File: src/rtl/blkcache_pkg.sv
package blkcache_pkg;

    localparam int DEF_BLK_W     = 8;
    localparam int DEF_NUM_SLOTS = 4;
    localparam int DEF_CNT_W     = 16;

    typedef enum logic [1:0] {
        KIND_HIT      = 2'd0,
        KIND_COLD     = 2'd1,
        KIND_CONFLICT = 2'd2,
        KIND_CAPACITY = 2'd3
    } miss_kind_e;

    // Priority: hit, then first touch, then associative-shadow presence.
    function automatic miss_kind_e classify(input logic dm_hit,
                                            input logic first_touch,
                                            input logic shadow_hit);
        if (dm_hit)           return KIND_HIT;
        else if (first_touch) return KIND_COLD;
        else if (shadow_hit)  return KIND_CONFLICT;
        else                  return KIND_CAPACITY;
    endfunction

endpackage

File: src/rtl/blk_seen_map.sv
module blk_seen_map #(
    parameter int BLK_W = blkcache_pkg::DEF_BLK_W
) (
    input  logic             clk,
    input  logic             rst,
    input  logic             upd,
    input  logic [BLK_W-1:0] blk,
    output logic             first_touch
);
    localparam int NUM_BLKS = 1 << BLK_W;

    logic [NUM_BLKS-1:0] seen_q;

    assign first_touch = !seen_q[blk];

    always_ff @(posedge clk) begin
        if (rst)      seen_q <= '0;
        else if (upd) seen_q[blk] <= 1'b1;
    end
endmodule

File: src/rtl/blk_slot_dir.sv
module blk_slot_dir #(
    parameter int BLK_W     = blkcache_pkg::DEF_BLK_W,
    parameter int NUM_SLOTS = blkcache_pkg::DEF_NUM_SLOTS
) (
    input  logic             clk,
    input  logic             rst,
    input  logic             upd,
    input  logic [BLK_W-1:0] blk,
    output logic             hit,
    output logic             occ_valid,
    output logic [BLK_W-1:0] occ_blk
);
    localparam int SLOT_W = $clog2(NUM_SLOTS);

    logic [SLOT_W-1:0]          slot;
    logic [NUM_SLOTS-1:0]       vld_all;
    logic [NUM_SLOTS*BLK_W-1:0] tag_flat;

    assign slot      = blk[SLOT_W-1:0];
    assign occ_valid = vld_all[slot];
    assign occ_blk   = tag_flat[int'(slot)*BLK_W +: BLK_W];
    assign hit       = occ_valid && (occ_blk == blk);

    for (genvar s = 0; s < NUM_SLOTS; s++) begin : g_slot
        logic             v_q;
        logic [BLK_W-1:0] t_q;

        always_ff @(posedge clk) begin
            if (rst) begin
                v_q <= 1'b0;
                t_q <= '0;
            end else if (upd && !hit && slot == SLOT_W'(s)) begin
                v_q <= 1'b1;
                t_q <= blk;
            end
        end

        assign vld_all[s]                 = v_q;
        assign tag_flat[s*BLK_W +: BLK_W] = t_q;
    end
endmodule

File: src/rtl/blk_lru_shadow.sv
module blk_lru_shadow #(
    parameter int BLK_W     = blkcache_pkg::DEF_BLK_W,
    parameter int NUM_SLOTS = blkcache_pkg::DEF_NUM_SLOTS
) (
    input  logic             clk,
    input  logic             rst,
    input  logic             upd,
    input  logic [BLK_W-1:0] blk,
    output logic             hit
);
    localparam int IDX_W = $clog2(NUM_SLOTS);

    // Position 0 is most recent, NUM_SLOTS-1 least recent.
    logic             ent_v   [NUM_SLOTS];
    logic [BLK_W-1:0] ent_b   [NUM_SLOTS];
    logic             nxt_v   [NUM_SLOTS];
    logic [BLK_W-1:0] nxt_b   [NUM_SLOTS];
    logic [NUM_SLOTS-1:0] hit_vec;
    logic [IDX_W-1:0] hit_idx;

    always_comb begin
        for (int i = 0; i < NUM_SLOTS; i++)
            hit_vec[i] = ent_v[i] && (ent_b[i] == blk);
    end

    assign hit = |hit_vec;

    always_comb begin
        hit_idx = '0;
        for (int i = 0; i < NUM_SLOTS; i++)
            if (hit_vec[i]) hit_idx = IDX_W'(i);
    end

    // Move the referenced block to the front; entries ahead of it slide back.
    always_comb begin
        for (int i = 0; i < NUM_SLOTS; i++) begin
            nxt_v[i] = ent_v[i];
            nxt_b[i] = ent_b[i];
        end
        if (upd) begin
            for (int i = NUM_SLOTS - 1; i > 0; i--) begin
                if (!hit || IDX_W'(i) <= hit_idx) begin
                    nxt_v[i] = ent_v[i-1];
                    nxt_b[i] = ent_b[i-1];
                end
            end
            nxt_v[0] = 1'b1;
            nxt_b[0] = blk;
        end
    end

    always_ff @(posedge clk) begin
        if (rst) begin
            for (int i = 0; i < NUM_SLOTS; i++) begin
                ent_v[i] <= 1'b0;
                ent_b[i] <= '0;
            end
        end else begin
            for (int i = 0; i < NUM_SLOTS; i++) begin
                ent_v[i] <= nxt_v[i];
                ent_b[i] <= nxt_b[i];
            end
        end
    end
endmodule

File: src/rtl/blkcache_classifier.sv
module blkcache_classifier #(
    parameter int BLK_W     = blkcache_pkg::DEF_BLK_W,
    parameter int NUM_SLOTS = blkcache_pkg::DEF_NUM_SLOTS,
    parameter int CNT_W     = blkcache_pkg::DEF_CNT_W
) (
    input  logic             clk,
    input  logic             rst,
    input  logic             req_valid,
    input  logic [BLK_W-1:0] req_blk,
    output logic             rsp_valid,
    output logic             rsp_hit,
    output logic [1:0]       rsp_kind,
    output logic             fetch_valid,
    output logic [BLK_W-1:0] fetch_blk,
    output logic             evict_valid,
    output logic [BLK_W-1:0] evict_blk,
    output logic [CNT_W-1:0] cnt_cold,
    output logic [CNT_W-1:0] cnt_conflict,
    output logic [CNT_W-1:0] cnt_capacity
);
    import blkcache_pkg::*;

    logic             dm_hit;
    logic             occ_valid;
    logic [BLK_W-1:0] occ_blk;
    logic             sh_hit;
    logic             first_touch;
    miss_kind_e       kind;

    blk_slot_dir #(.BLK_W(BLK_W), .NUM_SLOTS(NUM_SLOTS)) u_dir (
        .clk       (clk),
        .rst       (rst),
        .upd       (req_valid),
        .blk       (req_blk),
        .hit       (dm_hit),
        .occ_valid (occ_valid),
        .occ_blk   (occ_blk)
    );

    blk_lru_shadow #(.BLK_W(BLK_W), .NUM_SLOTS(NUM_SLOTS)) u_shadow (
        .clk (clk),
        .rst (rst),
        .upd (req_valid),
        .blk (req_blk),
        .hit (sh_hit)
    );

    blk_seen_map #(.BLK_W(BLK_W)) u_seen (
        .clk         (clk),
        .rst         (rst),
        .upd         (req_valid),
        .blk         (req_blk),
        .first_touch (first_touch)
    );

    assign kind = classify(dm_hit, first_touch, sh_hit);

    always_ff @(posedge clk) begin
        if (rst) begin
            rsp_valid    <= 1'b0;
            rsp_hit      <= 1'b0;
            rsp_kind     <= KIND_HIT;
            fetch_valid  <= 1'b0;
            fetch_blk    <= '0;
            evict_valid  <= 1'b0;
            evict_blk    <= '0;
            cnt_cold     <= '0;
            cnt_conflict <= '0;
            cnt_capacity <= '0;
        end else begin
            rsp_valid   <= req_valid;
            rsp_hit     <= req_valid && dm_hit;
            rsp_kind    <= req_valid ? kind : KIND_HIT;
            fetch_valid <= req_valid && !dm_hit;
            fetch_blk   <= req_blk;
            evict_valid <= req_valid && !dm_hit && occ_valid;
            evict_blk   <= occ_blk;
            if (req_valid) begin
                unique case (kind)
                    KIND_COLD:     cnt_cold     <= cnt_cold + 1'b1;
                    KIND_CONFLICT: cnt_conflict <= cnt_conflict + 1'b1;
                    KIND_CAPACITY: cnt_capacity <= cnt_capacity + 1'b1;
                    default: ;
                endcase
            end
        end
    end
endmodule

File: config.mk
export PLATFORM = sky130hd
export DESIGN_NAME = blkcache_classifier
export DESIGN_NICKNAME = d
export VERILOG_FILES = /design/src/rtl/blkcache_pkg.sv /design/src/rtl/blk_seen_map.sv /design/src/rtl/blk_slot_dir.sv /design/src/rtl/blk_lru_shadow.sv /design/src/rtl/blkcache_classifier.sv
export SDC_FILE = /design/constraint.sdc
export NUM_CORES = 1
export LEC_CHECK = 0
export ABC_AREA = 1
export ABC_CLOCK_PERIOD_IN_PS = 2400
export CAP_MARGIN = 20
export CORE_UTILIZATION = 55
export DETAILED_ROUTE_END_ITERATION = 6
export DONT_BUFFER_PORTS = 1
export PLACE_DENSITY = 0.7
export RECOVER_POWER = 100
export SYNTH_ARGS = -nofsm -noshare
export SYNTH_HDL_FRONTEND = slang
export SYNTH_SLANG_ARGS = --single-unit
File: constraint.sdc
create_clock -name clk -period 2.4 [get_ports clk]
set_input_delay 0.12 -clock clk [delete_from_list [all_inputs] [get_ports clk]]
set_output_delay 0.12 -clock clk [all_outputs]
set_load 0.03 [all_outputs]
Word-level counts from Yosys, hierarchy flattened. Memories as Yosys holds them, arrays and structs flattened. Index checks and enable logic that the tools add are counted.

Add/sub/neg operators: 3. Order comparisons: 6. Eq/ne operators: 11. Shift-type cells: 1. Multiplexer cells: 31. Bitwise operators: 10. Reduce and logical (&&, ||, !) cells: 24.

Operator list (count): bitwise OR 256 bit (1); two-way mux 8 bit (7); adder 16 x 1 -> 16 bit (second input constant) (3); equality test 8 bit (5); two-way mux 32 bit (1); indexed part select 32 x 6 -> 8 bit (1); two-way mux 1 bit (15); logical AND 1 bit (13); < comparator 8 x 9 -> 1 bit (second input constant) (1); binary-select mux 1 bit (select 8 bit) (1); demux 1 bit (select 8 bit) (1); equality test 2 bit (second input constant) (4); greater-or-equal comparator 8 x 1 -> 1 bit (second input constant) (1); two-way mux 2 bit (4); bitwise OR 1 bit (8); AND reduction 2 bit (3); equality test 2 x 1 -> 1 bit (second input constant) (2); <= comparator 2 bit (first input constant) (2); two-way mux 4 bit (1); OR reduction 4 bit (1); logical OR 1 bit (3); < comparator 2 x 3 -> 1 bit (second input constant) (1); binary-select mux 1 bit (select 2 bit) (1); <= comparator 1 x 2 -> 1 bit (first input constant) (1); other kinds (4) (5).

Flip-flop bits (word level): 362. Memory bits (writable): 36. Output and inout port bits: 70. Logic and storage cells: 107. Memories kept: 2.

Memories: u_shadow.ent_b (words 4, bits a word 8, rd ports 4, clocked after Yosys merged registers in 0, write ports 4, RTL line blk_lru_shadow.sv:15) `logic [BLK_W-1:0] ent_b [NUM_SLOTS];`; u_shadow.ent_v (words 4, bits a word 1, rd ports 4, clocked after Yosys merged registers in 0, write ports 4, RTL line blk_lru_shadow.sv:14) `logic ent_v [NUM_SLOTS];`.

Logic depth before layout (Yosys ltp). Gate-level depths: netlist of run 1. An unclocked memory read counts as a cell.

Depth after elaboration: 11. Gate-level depth with buffers: 22. Depth with buffers taken out: 20.

Hierarchy. A second synthesis of run 1 with hierarchy kept.

Cell total of the unflattened synthesis: 2834. Area, all modules: 18903.1 um^2.

Modules (own cells, without submodules): blk_seen_map (times used 1, cells each 1727, area each 11472.3 um^2, sequential area each 5124.9 um^2); blkcache_classifier (times used 1, cells each 423, area each 3131.8 um^2, sequential area each 1401.3 um^2); blk_slot_dir (times used 1, cells each 343, area each 2194.6 um^2, sequential area each 720.7 um^2); blk_lru_shadow (times used 1, cells each 341, area each 2104.5 um^2, sequential area each 720.7 um^2).

Least setup slack after synthesis of run 1. No wires, ideal clock.

Path kind: input to register. From: input req_blk[1]. To: register u_dir.g_slot[1].t_q[6]. Library setup time: 0.132 ns. Arrival: 1.853 ns. Data required time: 2.268 ns. Slack: 0.415 ns. Cell stages on the path: 17. Buffers on the path: 4. Path through: buf_4 -> inv_4 -> nand2_2 -> inv_2 -> buf_2 -> a22oi_1 -> nand2_1 -> xor2_1 -> nand2_1 -> nor2_1 -> nand3_2 -> nand2_2 -> inv_2 -> buf_6 -> buf_4 -> nand3_1 -> a21oi_1.

Word-level cells in the longest chain between the ends: 6. Elaborated cells between the ends (all ways): 9. Classes of those cells: eq/ne (2); shift (1); mux (2); reduce/logical (4).

Ends and longest elaborated chain: start: declaration (RTL line blkcache_classifier.sv:9) `input logic [BLK_W-1:0] req_blk,`; indexed part select 32 x 6 -> 8 bit / binary-select mux 1 bit (select 2 bit) (equally long branches) (RTL line blk_slot_dir.sv:21, blk_slot_dir.sv:20); equality test 8 bit / two-way mux 1 bit (equally long branches) (RTL line blk_slot_dir.sv:22, blk_slot_dir.sv:20); logical AND 1 bit (RTL line blk_slot_dir.sv:22) `assign hit = occ_valid && (occ_blk == blk);`; logical NOT 1 bit (RTL line blk_slot_dir.sv:32) `end else if (upd && !hit && slot == SLOT_W'(s)) begin`; logical AND 1 bit (RTL line blk_slot_dir.sv:32); logical AND 1 bit * (RTL line blk_slot_dir.sv:32); end signal: assignment (RTL line blk_slot_dir.sv:34) `t_q <= blk;`; end: declaration (RTL line blk_slot_dir.sv:26) `logic [BLK_W-1:0] t_q;`.

Every way passes the cells marked *; elsewhere a longest branch is shown, timed or not. The select of a mux whose other input is x is not followed. A chain may end at the register's enable or synchronous reset.

Worst setup path in the final report of run 1.
From: input req_blk[0]. To: register u_seen.seen_q[97].

Word-level cells in the longest chain between the ends: 5. Elaborated cells between the ends (all ways): 6. Classes of those cells: order compare (2); mux (2); bitwise (1); reduce/logical (1).

Ends and longest elaborated chain: < comparator 8 x 9 -> 1 bit (not written as such) / greater-or-equal comparator 8 x 1 -> 1 bit (equally long branches) (RTL line blk_seen_map.sv:18) `else if (upd) seen_q[blk] <= 1'b1;`; logical AND 1 bit (not written as such) (RTL line blk_seen_map.sv:18); two-way mux 1 bit (not written as such) (RTL line blk_seen_map.sv:18); demux 1 bit (select 8 bit) *; bitwise OR 256 bit (no source line) *; end signal: assignment (RTL line blk_seen_map.sv:17) `if (rst) seen_q <= '0;`; end signal: indexed assignment (RTL line blk_seen_map.sv:18); end: declaration (RTL line blk_seen_map.sv:12) `logic [NUM_BLKS-1:0] seen_q;`.

Every way passes the cells marked *; elsewhere a longest branch is shown, timed or not.

==> results.toml, run 1 <==
[floorplan]
core_area_sq_um = 31600
io_pins = 81
die_w_um = 181
die_h_um = 181
core.rowCount = 65
initial_core_util = 0.558
dieArea_sq_um = 32700

[sta]
hold_viol = 0
relSlewSlack = 0.210
setup_viol = 0
worstMarginPinSlew_ns = 1.18
drv_slew = 0
skew_ns = 0.0241
min_period_over_period = 0.993
clock.fmax_ghz = 0.420
fin_crit_ns = 2.38

[synth]
ys_async_sr_fraction = 0
ys_seq_elements = 398
avgSynthCellArea_sq_um = 6.80
syn_area_sq_um = 17600
synth.distinct_cells = 40
synth_edf_count = 0
synthFlopType = "dfxtp_1"
ys_seq_area_frac = 0.452
syn-num-nets = 2602
synth_warnings = 0
syn_inst = 2588

[drt]
drt_iter0_markers = 1496
post_drt_wl_per_cell_um = 16.2
top_layer = "met4"
drc = 0
drt-pass1-iter-count = 5
postRouteAntennaNets = 0
viasPerCell = 5.47
wl_met2_um = 25000
wl_met1_um = 21600
dr_total_vias = 17730
wl_met3_um = 3630
finalWirelength_um = 52300

[setup_path]
crit_fanout = 196
critPathKind = "input port to register"
crit_path_start = "req_blk[0]"
arrival_ns = 2.85
endpoint_kind = "register"
rr_startpoint = "u_dir.g_slot[1].t_q[3]"
cp.required_ns = 2.87
max_stage_delay_ns = 0.92
critical_path.cell_chain = "nand2_1 -> clkbuf_1 -> nor3_1 -> buf_4 -> a21oi_1 -> nor2_1 -> dlygate4sd3_1"
crit_path_top_delay_cell = "nor3_1"
start_kind = "input port"

[cts]
cts_buffers = 42
cts_tree = "yes"
clk_latency_ns = 0.54
clock_sinks = 398
clk_pin_slew_ns = 0.06
cts_buffer_depth = 3
root_buffer = "clkbuf_16"
htreeDepth = 2

[global_route]
grt_pass1_vias = 16880
grt_max_degree = 211
overflow = 0
grt_pass1_wl_um = 84000
grt_antenna_before_repair = 0
grt_use_total = 0.313

[layout]
num-nets-final = 2822
area_growth_pct = 24.0
final_common_cell = "nand2_1"
fill_cells = 2675
mostFrequentLayoutCells = "783 x nand2_1, 398 x dfxtp_1, 357 x nor2_1"
stdcell_count = 3239
drive_gt1_frac = 0.0585
num_antenna_cells = 0

[placement]
hpwlAfterDp_um = 29500
place_inst = 2936
portBuffers = 0
gp_congestion = 0.951

[min_path]
hold_class = "input port to register"
hold_start = "req_blk[1]"

[power_and_ir_drop]
total_power_uw = 14400
leakage_uw = 0.00935
power_density_nw_per_um2 = 661
irDropWorstVdd_mv = 0.674

[status]
outcome = "finished, final reports clean"

[run]
drv_cap = 0
[where the power goes]
| part | leakage [uW] | internal, uW | switching (uW) | total, uW |
|---|---|---|---|---|
| sequential | 0.00322 | 6700 | 82.5 | 6780 |
| clock | 0.000713 | 4250 | 2660 | 6910 |
| combinational | 0.00541 | 239 | 502 | 740 |
| total | 0.00935 | 11200 | 3240 | 14400 |
[routing by layer]
layer	track usage	vias up
li1	-	8646
met3	0.0407	166
met4	0.145	0
met5	0	-
met2	0.544	676
met1	0.385	8242
[registers in the layout (all words and copies together), names as in the netlist, 2 cells and up]
name / count
u_shadow.ent_v: 4
evict_blk: 8
u_seen.seen_q: 256
u_dir.g_slot.t_q: 32
cnt_cold: 16
fetch_blk: 8
cnt_conflict: 16
u_shadow.ent_b: 32
u_dir.g_slot.v_q: 4
cnt_capacity: 16
rsp_kind: 2
[critical path, delay by kind of cell]
family          cells  cell delay (ns)
compound gates      1             0.09
simple gates        3             1.24
buf+inv             3             1.18
[layout make-up]
cell class / count / area, sq um / area share
flip-flops and latches: 398 / 7970 / 0.365
repair buffers: 332 / 2980 / 0.136
well taps: 402 / 503 / 0.0230
multi-input cells: 1851 / 8220 / 0.377
inverters: 183 / 691 / 0.0316
clock inverters: 15 / 259 / 0.0119
clock buffers: 58 / 1200 / 0.0551
[timing repair]
action                                 4_1_cts  5_1_grt
endpoints found under the hold margin      366        0
setup buffers                                0        5
setup endpoints to repair                    0       39
hold buffers                               222        0
resized for setup                            0        7
[synthesized netlist by cell type, types with 3 or more instances]
cell type,n,area [sq um]
inv_2,7,26.3
xor2_1,30,263
a21oi_1,349,1750
nand2_2,7,43.8
nand4_1,19,119
buf_4,20,150
o21ai_1,37,185
buf_2,31,155
nand2_4,3,33.8
inv_1,172,646
nand3_1,71,355
dfxtp_1,398,7970
a22oi_1,6,45.0
nor4_1,12,75.1
clkbuf_1,92,345
ha_1,3,37.5
a31oi_1,4,25.0
nand2_1,783,2940
nor3_1,43,215
buf_1,7,26.3
xnor2_1,13,114
o22ai_1,6,37.5
nor2_2,4,25.0
nor2_1,355,1330
nor2_4,3,33.8
buf_6,6,67.6
o21ai_0,87,435
or2_2,6,37.5
[path summary, 6_finish.rpt]
path                                          endpoint  slack, ns  depth (start not counted)
worst max register to register             rsp_kind[1]       0.17                         13
worst min-delay path            u_dir.g_slot[2].t_q[5]       0.14                          5
worst min register to register  u_dir.g_slot[2].t_q[1]       0.45                          2
worst max-delay path                 u_seen.seen_q[97]       0.02                          7
[metrics by stage]
step	util	hold WS [ns]	worst slack [ns]	setup TNS (ns)	cell area, sq um
floorplan	-	0.277	0.415	0	17600
global placement	0.580	0.215	0.161	0	18300
detailed placement	0.581	0.218	0.100	0	18300
CTS	0.698	0.0390	0.124	0	22000
global route	0.692	0.115	-0.00662	-0.00662	21800
finish	0.692	0.137	0.0180	0	21800
[logic make-up after synthesis]
logic type,Yosys count,synth area share
and+or+nand+nor,1313,0.301
AOI/OAI and AO/OA,492,0.142
DFF,398,0.452
buffers and inverters,339,0.0815
xor gates and xnor gates,43,0.0214
adders and majority gates,3,0.00213
Power figures use the tool's default switching activity.
==> run 2, diff against run 1 <==
--- a/config.mk
+++ b/config.mk
@@ -6,7 +6,7 @@
 export NUM_CORES = 1
 export LEC_CHECK = 0
 export ABC_AREA = 1
-export ABC_CLOCK_PERIOD_IN_PS = 2400
+export ABC_CLOCK_PERIOD_IN_PS = 2500
 export CAP_MARGIN = 20
 export CORE_UTILIZATION = 55
 export DETAILED_ROUTE_END_ITERATION = 6
==> constraint.sdc (replaced) <==
create_clock -name clk -period 2.5 [get_ports clk]
set_input_delay 0.125 -clock clk [delete_from_list [all_inputs] [get_ports clk]]
set_output_delay 0.125 -clock clk [all_outputs]
set_load 0.01 [all_outputs]
==> results.toml, run 2 (same netlist as run 1, synthesis figures left out) <==
[status]
outcome = "finished, violations left"
violations = "negative hold slack, negative setup slack"

[global_route]
overflow = 0
grt_busiest_layer = "met2"
grt_max_degree = 206
grtUsageMet1 = 0.384
grt_pass1_vias = 16641
grt_use_total = 0.314
grt_pass1_wl_um = 84000
grt_antenna_before_repair = 0
use_met2 = 0.545
grtUsageMet3 = 0.0452

[power_and_ir_drop]
p_sw_uw = 3080
seqPwrFrac = 0.469
leakage_uw = 0.00926
swShare = 0.223
irDropWorstVdd_mv = 0.487
clkPwrFrac = 0.482
power_density_nw_per_um2 = 641
internal_power_uw = 10700
pwr-share-comb = 0.049

[sta]
fin_ws_ns = -0.00850
skew_ns = 0.0158
fin_crit_ns = 2.51
hold_viol = 8
rsz0062_at_grt = "false"
worstMarginPinSlew_ns = 1.15
relSlewSlack = 0.233
setup_viol = 2
fin_setup_tns_ns = -0.0161
drv_slew = 0
fin_hold_ws_ns = -0.0265
clock.fmax_ghz = 0.399
min_period_over_period = 1.00

[setup_path]
arrival_ns = 2.99
worstSetupEndpoint = "u_seen.seen_q[226]"
reg2reg_slack_ns = 0.16
crit_path_start = "req_blk[0]"
r2r_end = "cnt_conflict[1]"
crit_fanout = 194
critPathKind = "input port to register"
rr_startpoint = "u_seen.seen_q[216]"
cp.required_ns = 2.98
endpoint_kind = "register"
r2r_cells = 17
start_kind = "input port"

[cts]
clock_sinks = 398
cts_buffer_depth = 3
clk_pin_slew_ns = 0.06
clk_latency_ns = 0.54
cts_tree = "yes"
root_buffer = "clkbuf_16"
htreeDepth = 2
cts_buffers = 43

[layout]
drive_gt1_frac = 0.0588
mostFrequentLayoutCells = "784 x nand2_1, 398 x dfxtp_1, 358 x nor2_1"
multiInputGateArea_sq_um = 8190
final_util = 0.684
reg_top3 = "u_seen.seen_q: 256 flops, u_dir.g_slot.t_q: 32 flops, u_shadow.ent_b: 32 flops"
area_growth_pct = 22.6
fill_cells = 2774
num-nets-final = 2778
largest_reg_flops = 256
fin_area_sq_um = 21600
seq_area_sq_um = 7970
num_antenna_cells = 0
final_common_cell = "nand2_1"
top_register = "u_seen.seen_q"
stdcell_count = 3193

[min_path]
hold_class = "input port to register"

[run]
drv_cap = 0

[drt]
post_drt_wl_per_cell_um = 16.2
finalWirelength_um = 51800
dr_total_vias = 17541
postRouteAntennaNets = 0
viasPerCell = 5.49
drt-pass1-iter-count = 5
drt_iter0_markers = 1634
drc = 0

[placement]
portBuffers = 0
hpwlAfterDp_um = 29100
placed_area_sq_um = 18100
place_inst = 2904
gp_congestion = 0.921

[floorplan]
initial_core_util = 0.558
dieArea_sq_um = 32700
core.rowCount = 65
core_area_sq_um = 31600
io_pins = 81
die_h_um = 181
die_w_um = 181
[run 2: cell count changes in the layout (fill, tap and decap cells not counted), moves of 2 or more]
cell,previous run,this run
o21ai_1,38,36
buf_4,41,47
clkinv_2,6,4
nor3_4,2,0
nor3_1,39,41
clkbuf_1,56,16
nor2_4,4,2
clkbuf_2,10,5
clkbuf_8,7,12
dlygate4sd3_1,218,209
o21ai_0,86,88
buf_12,9,7
[run 2: worst max-delay path, stage by stage]
cell            delay (ns)
dlymetal6s4s_1        0.39
nor2_1                0.22
buf_12                0.17
clkinv_1              0.08
buf_4                 0.19
nor3_1                0.14
clkbuf_1              0.67
a21oi_1               0.15
nor2_1                0.15
dlygate4sd3_1         0.58
[run 2: how the worst min path moves through the flow]
stage / slack [ns] / cells past startpoint / startpoint / endpoint
after detailed placement: 0.23 / 1 / rst / cnt_conflict[0]
after global routing: 0.009 / 4 / req_valid / cnt_conflict[15]
after CTS: 0.04 / 4 / req_blk[0] / u_dir.g_slot[1].t_q[2]
after global placement: 0.22 / 1 / rst / cnt_conflict[0]
final: -0.03 / 4 / req_valid / cnt_conflict[15]
after floorplan: 0.28 / 2 / req_blk[2] / fetch_blk[2]
[run 2: power groups by stage]
stage	Combinational [uW]	Sequential [uW]	Clock (uW)
after global routing	732	6500	7020
final	679	6490	6660
after CTS	675	6490	6740
after global placement	565	6630	0
after floorplan	535	6610	0
after detailed placement	571	6630	0
[run 2: metal layers]
metal | wire [um] | vias to the layer above | share of wire
li1 | - | 8575 | -
met1 | 21600 | 8189 | 0.42
met2 | 24800 | 634 | 0.48
met3 | 3330 | 143 | 0.064
met4 | 2050 | 0 | 0.039
met5 | 0 | - | 0
[run 2: layout make-up]
type / count / area share
inverter: 183 / 0.0318
tap: 402 / 0.0233
clock inverter: 14 / 0.0107
clock buffer: 58 / 0.0580
sequential: 398 / 0.369
timing repair buffer: 287 / 0.127
multi-input combinational: 1851 / 0.380
[run 2: through the flow]
step / hold slack [ns] / setup slack, ns / total power (uW)
floorplan: 0.282 / 0.510 / 7150
global placement: 0.219 / 0.101 / 7190
detailed placement: 0.226 / 0.0290 / 7200
CTS: 0.0410 / 0.0451 / 13900
global route: 0.00890 / 0.0215 / 14200
finish: -0.0265 / -0.00850 / 13800
[run 2: what timing repair did]
action / CTS / global route
hold buffers: 213 / 0
buffers inserted: 0 / 4
gates resized for setup: 0 / 5
setup endpoints to repair: 0 / 81
endpoints found under the hold margin: 365 / 0
==> run 3, diff against run 2 <==
--- a/config.mk
+++ b/config.mk
@@ -8,10 +8,9 @@
 export ABC_AREA = 1
 export ABC_CLOCK_PERIOD_IN_PS = 2500
 export CAP_MARGIN = 20
-export CORE_UTILIZATION = 55
+export CORE_UTILIZATION = 24
 export DETAILED_ROUTE_END_ITERATION = 6
 export DONT_BUFFER_PORTS = 1
-export PLACE_DENSITY = 0.7
 export RECOVER_POWER = 100
 export SYNTH_ARGS = -nofsm -noshare
 export SYNTH_HDL_FRONTEND = slang
==> results.toml, run 3 (same netlist as run 1, synthesis figures left out) <==
[status]
outcome = "finished, final reports clean"

[sta]
fin_setup_tns_ns = 0
drv_slew = 0
fin_hold_ws_ns = 0.0237
worstMarginPinSlew_ns = 1.02
min_period_over_period = 0.975
setup_viol = 0
skew_ns = 0.0158
hold_viol = 0
fin_crit_ns = 2.44
clock.fmax_ghz = 0.410
relSlewSlack = 0.318
rsz0062_at_grt = "false"

[layout]
largest_reg_flops = 256
area_growth_pct = 27.8
num_antenna_cells = 0
final_common_cell = "nand2_1"
drive_gt1_frac = 0.0674
fin_area_sq_um = 22500
num-nets-final = 2801
stdcell_count = 3771
mostFrequentLayoutCells = "782 x nand2_1, 398 x dfxtp_1, 356 x nor2_1"
reg_top3 = "u_seen.seen_q: 256 flops, u_dir.g_slot.t_q: 32 flops, u_shadow.ent_b: 32 flops"
top_register = "u_seen.seen_q"

[setup_path]
crit_fanout = 195
cp.required_ns = 3.00
endpoint_kind = "register"
arrival_ns = 2.94
crit_path_top_delay_cell = "dlygate4sd3_1"
critPathKind = "input port to register"
max_stage_delay_ns = 0.70
start_kind = "input port"
critical_path.cell_chain = "dlygate4sd3_1 -> nand2_2 -> inv_2 -> nand2_1 -> nand2_1 -> nor2_1 -> a21oi_1 -> nand3_1 -> nor2_1 -> nand3_2 -> nand2_2 -> inv_2 -> clkbuf_2 -> nand3_1 -> a21oi_1"

[power_and_ir_drop]
p_sw_uw = 3270
clkPwrFrac = 0.479
total_power_uw = 13800
irDropWorstVdd_mv = 0.494
internal_power_uw = 10500
power_density_nw_per_um2 = 614
pwr-share-comb = 0.051
seqPwrFrac = 0.470
leakage_uw = 0.00944
swShare = 0.237

[floorplan]
core.rowCount = 98
die_w_um = 273
initial_core_util = 0.244
core_area_sq_um = 72100
dieArea_sq_um = 74500
io_pins = 81
die_h_um = 273

[cts]
cts_buffer_depth = 3
clock_sinks = 398
root_buffer = "clkbuf_16"
clk_pin_slew_ns = 0.06
htreeDepth = 2
cts_buffers = 45
cts_tree = "yes"
clk_latency_ns = 0.58

[placement]
portBuffers = 0
gp_congestion = 0.868
place_inst = 3466
placed_area_sq_um = 18900
hpwlAfterDp_um = 31000

[drt]
drt-pass1-iter-count = 5
dr_total_vias = 17133
finalWirelength_um = 55300
post_drt_wl_per_cell_um = 14.7
postRouteAntennaNets = 0
drc = 0
viasPerCell = 4.54
drt_iter0_markers = 1382

[global_route]
grtUsageMet1 = 0.192
grt_pass1_wl_um = 87900
grt_busiest_layer = "met2"
grt_max_degree = 209
grt_use_total = 0.145
grt_pass1_vias = 16192
grtUsageMet3 = 0.0226
grt_antenna_before_repair = 0
overflow = 0
use_met2 = 0.243

[min_path]
hold_class = "input port to register"

[run]
drv_cap = 0
run 3: cell count changes in the layout (fill, tap and decap cells not counted), moves of 3 or more:
| cell | before | now |
|---|---|---|
| a22oi_1 | 6 | 3 |
| bufinv_16 | 6 | 2 |
| a22oi_2 | 0 | 3 |
| clkinvlp_4 | 3 | 0 |
| buf_2 | 0 | 6 |
| dlygate4sd3_1 | 209 | 219 |
| clkinv_2 | 4 | 8 |
| buf_4 | 47 | 56 |
run 3: layer usage:
layer  vias to the layer above  routed length, um  share of wire
met5                         -                  0              0
met4                         0               1180          0.021
met3                        71               3370          0.061
met2                       480              25400           0.46
met1                      7962              25300           0.46
li1                       8620                  -              -
run 3: metrics by stage:
step | worst slack [ns] | util
final | 0.0619 | 0.312
after global routing | 0.00512 | 0.312
after CTS | 0.0392 | 0.313
after detailed placement | 0.0502 | 0.262
after global placement | 0.0618 | 0.262
after floorplan | 0.510 | -
run 3: power by group through the flow:
stage | registers, uW | clock network [uW] | logic (uW)
6_report | 6490 | 6620 | 703
3_3_place_gp | 6630 | 0 | 592
3_5_place_dp | 6630 | 0 | 594
4_1_cts | 6490 | 6760 | 705
2_1_floorplan | 6610 | 0 | 535
5_1_grt | 6500 | 7010 | 760
run 3: critical path, delay by kind of cell:
family          cells  cell delay (ns)
compound gates      2             0.29
buf+inv             4             1.34
simple gates        9             1.06
run 3: cell type report:
cell class,count,area (sq um)
flip-flops and latches,398,7970
well taps,950,1190
fillers,7790,49600
clock inverters,14,146
repair buffers,308,2940
clock buffers,67,1330
multi-input cells,1851,8240
inverters,183,692
run 3: what timing repair did:
| item | in CTS | in global routing |
|---|---|---|
| endpoints found under the setup margin | 0 | 78 |
| resized for setup | 0 | 13 |
| hold buffers | 224 | 0 |
| hold endpoints to repair | 372 | 0 |
| setup buffers | 0 | 0 |
run 3: final timing paths:
check | start | endpoint | slack (ns) | cells past startpoint
setup / recovery | req_blk[0] | u_dir.g_slot[2].t_q[7] | 0.06 | 15
hold / removal | req_blk[1] | evict_blk[7] | 0.02 | 4
setup reg to reg | u_seen.seen_q[5] | cnt_cold[5] | 0.26 | 19
hold reg to reg | u_seen.seen_q[255] | u_seen.seen_q[255] | 0.45 | 2
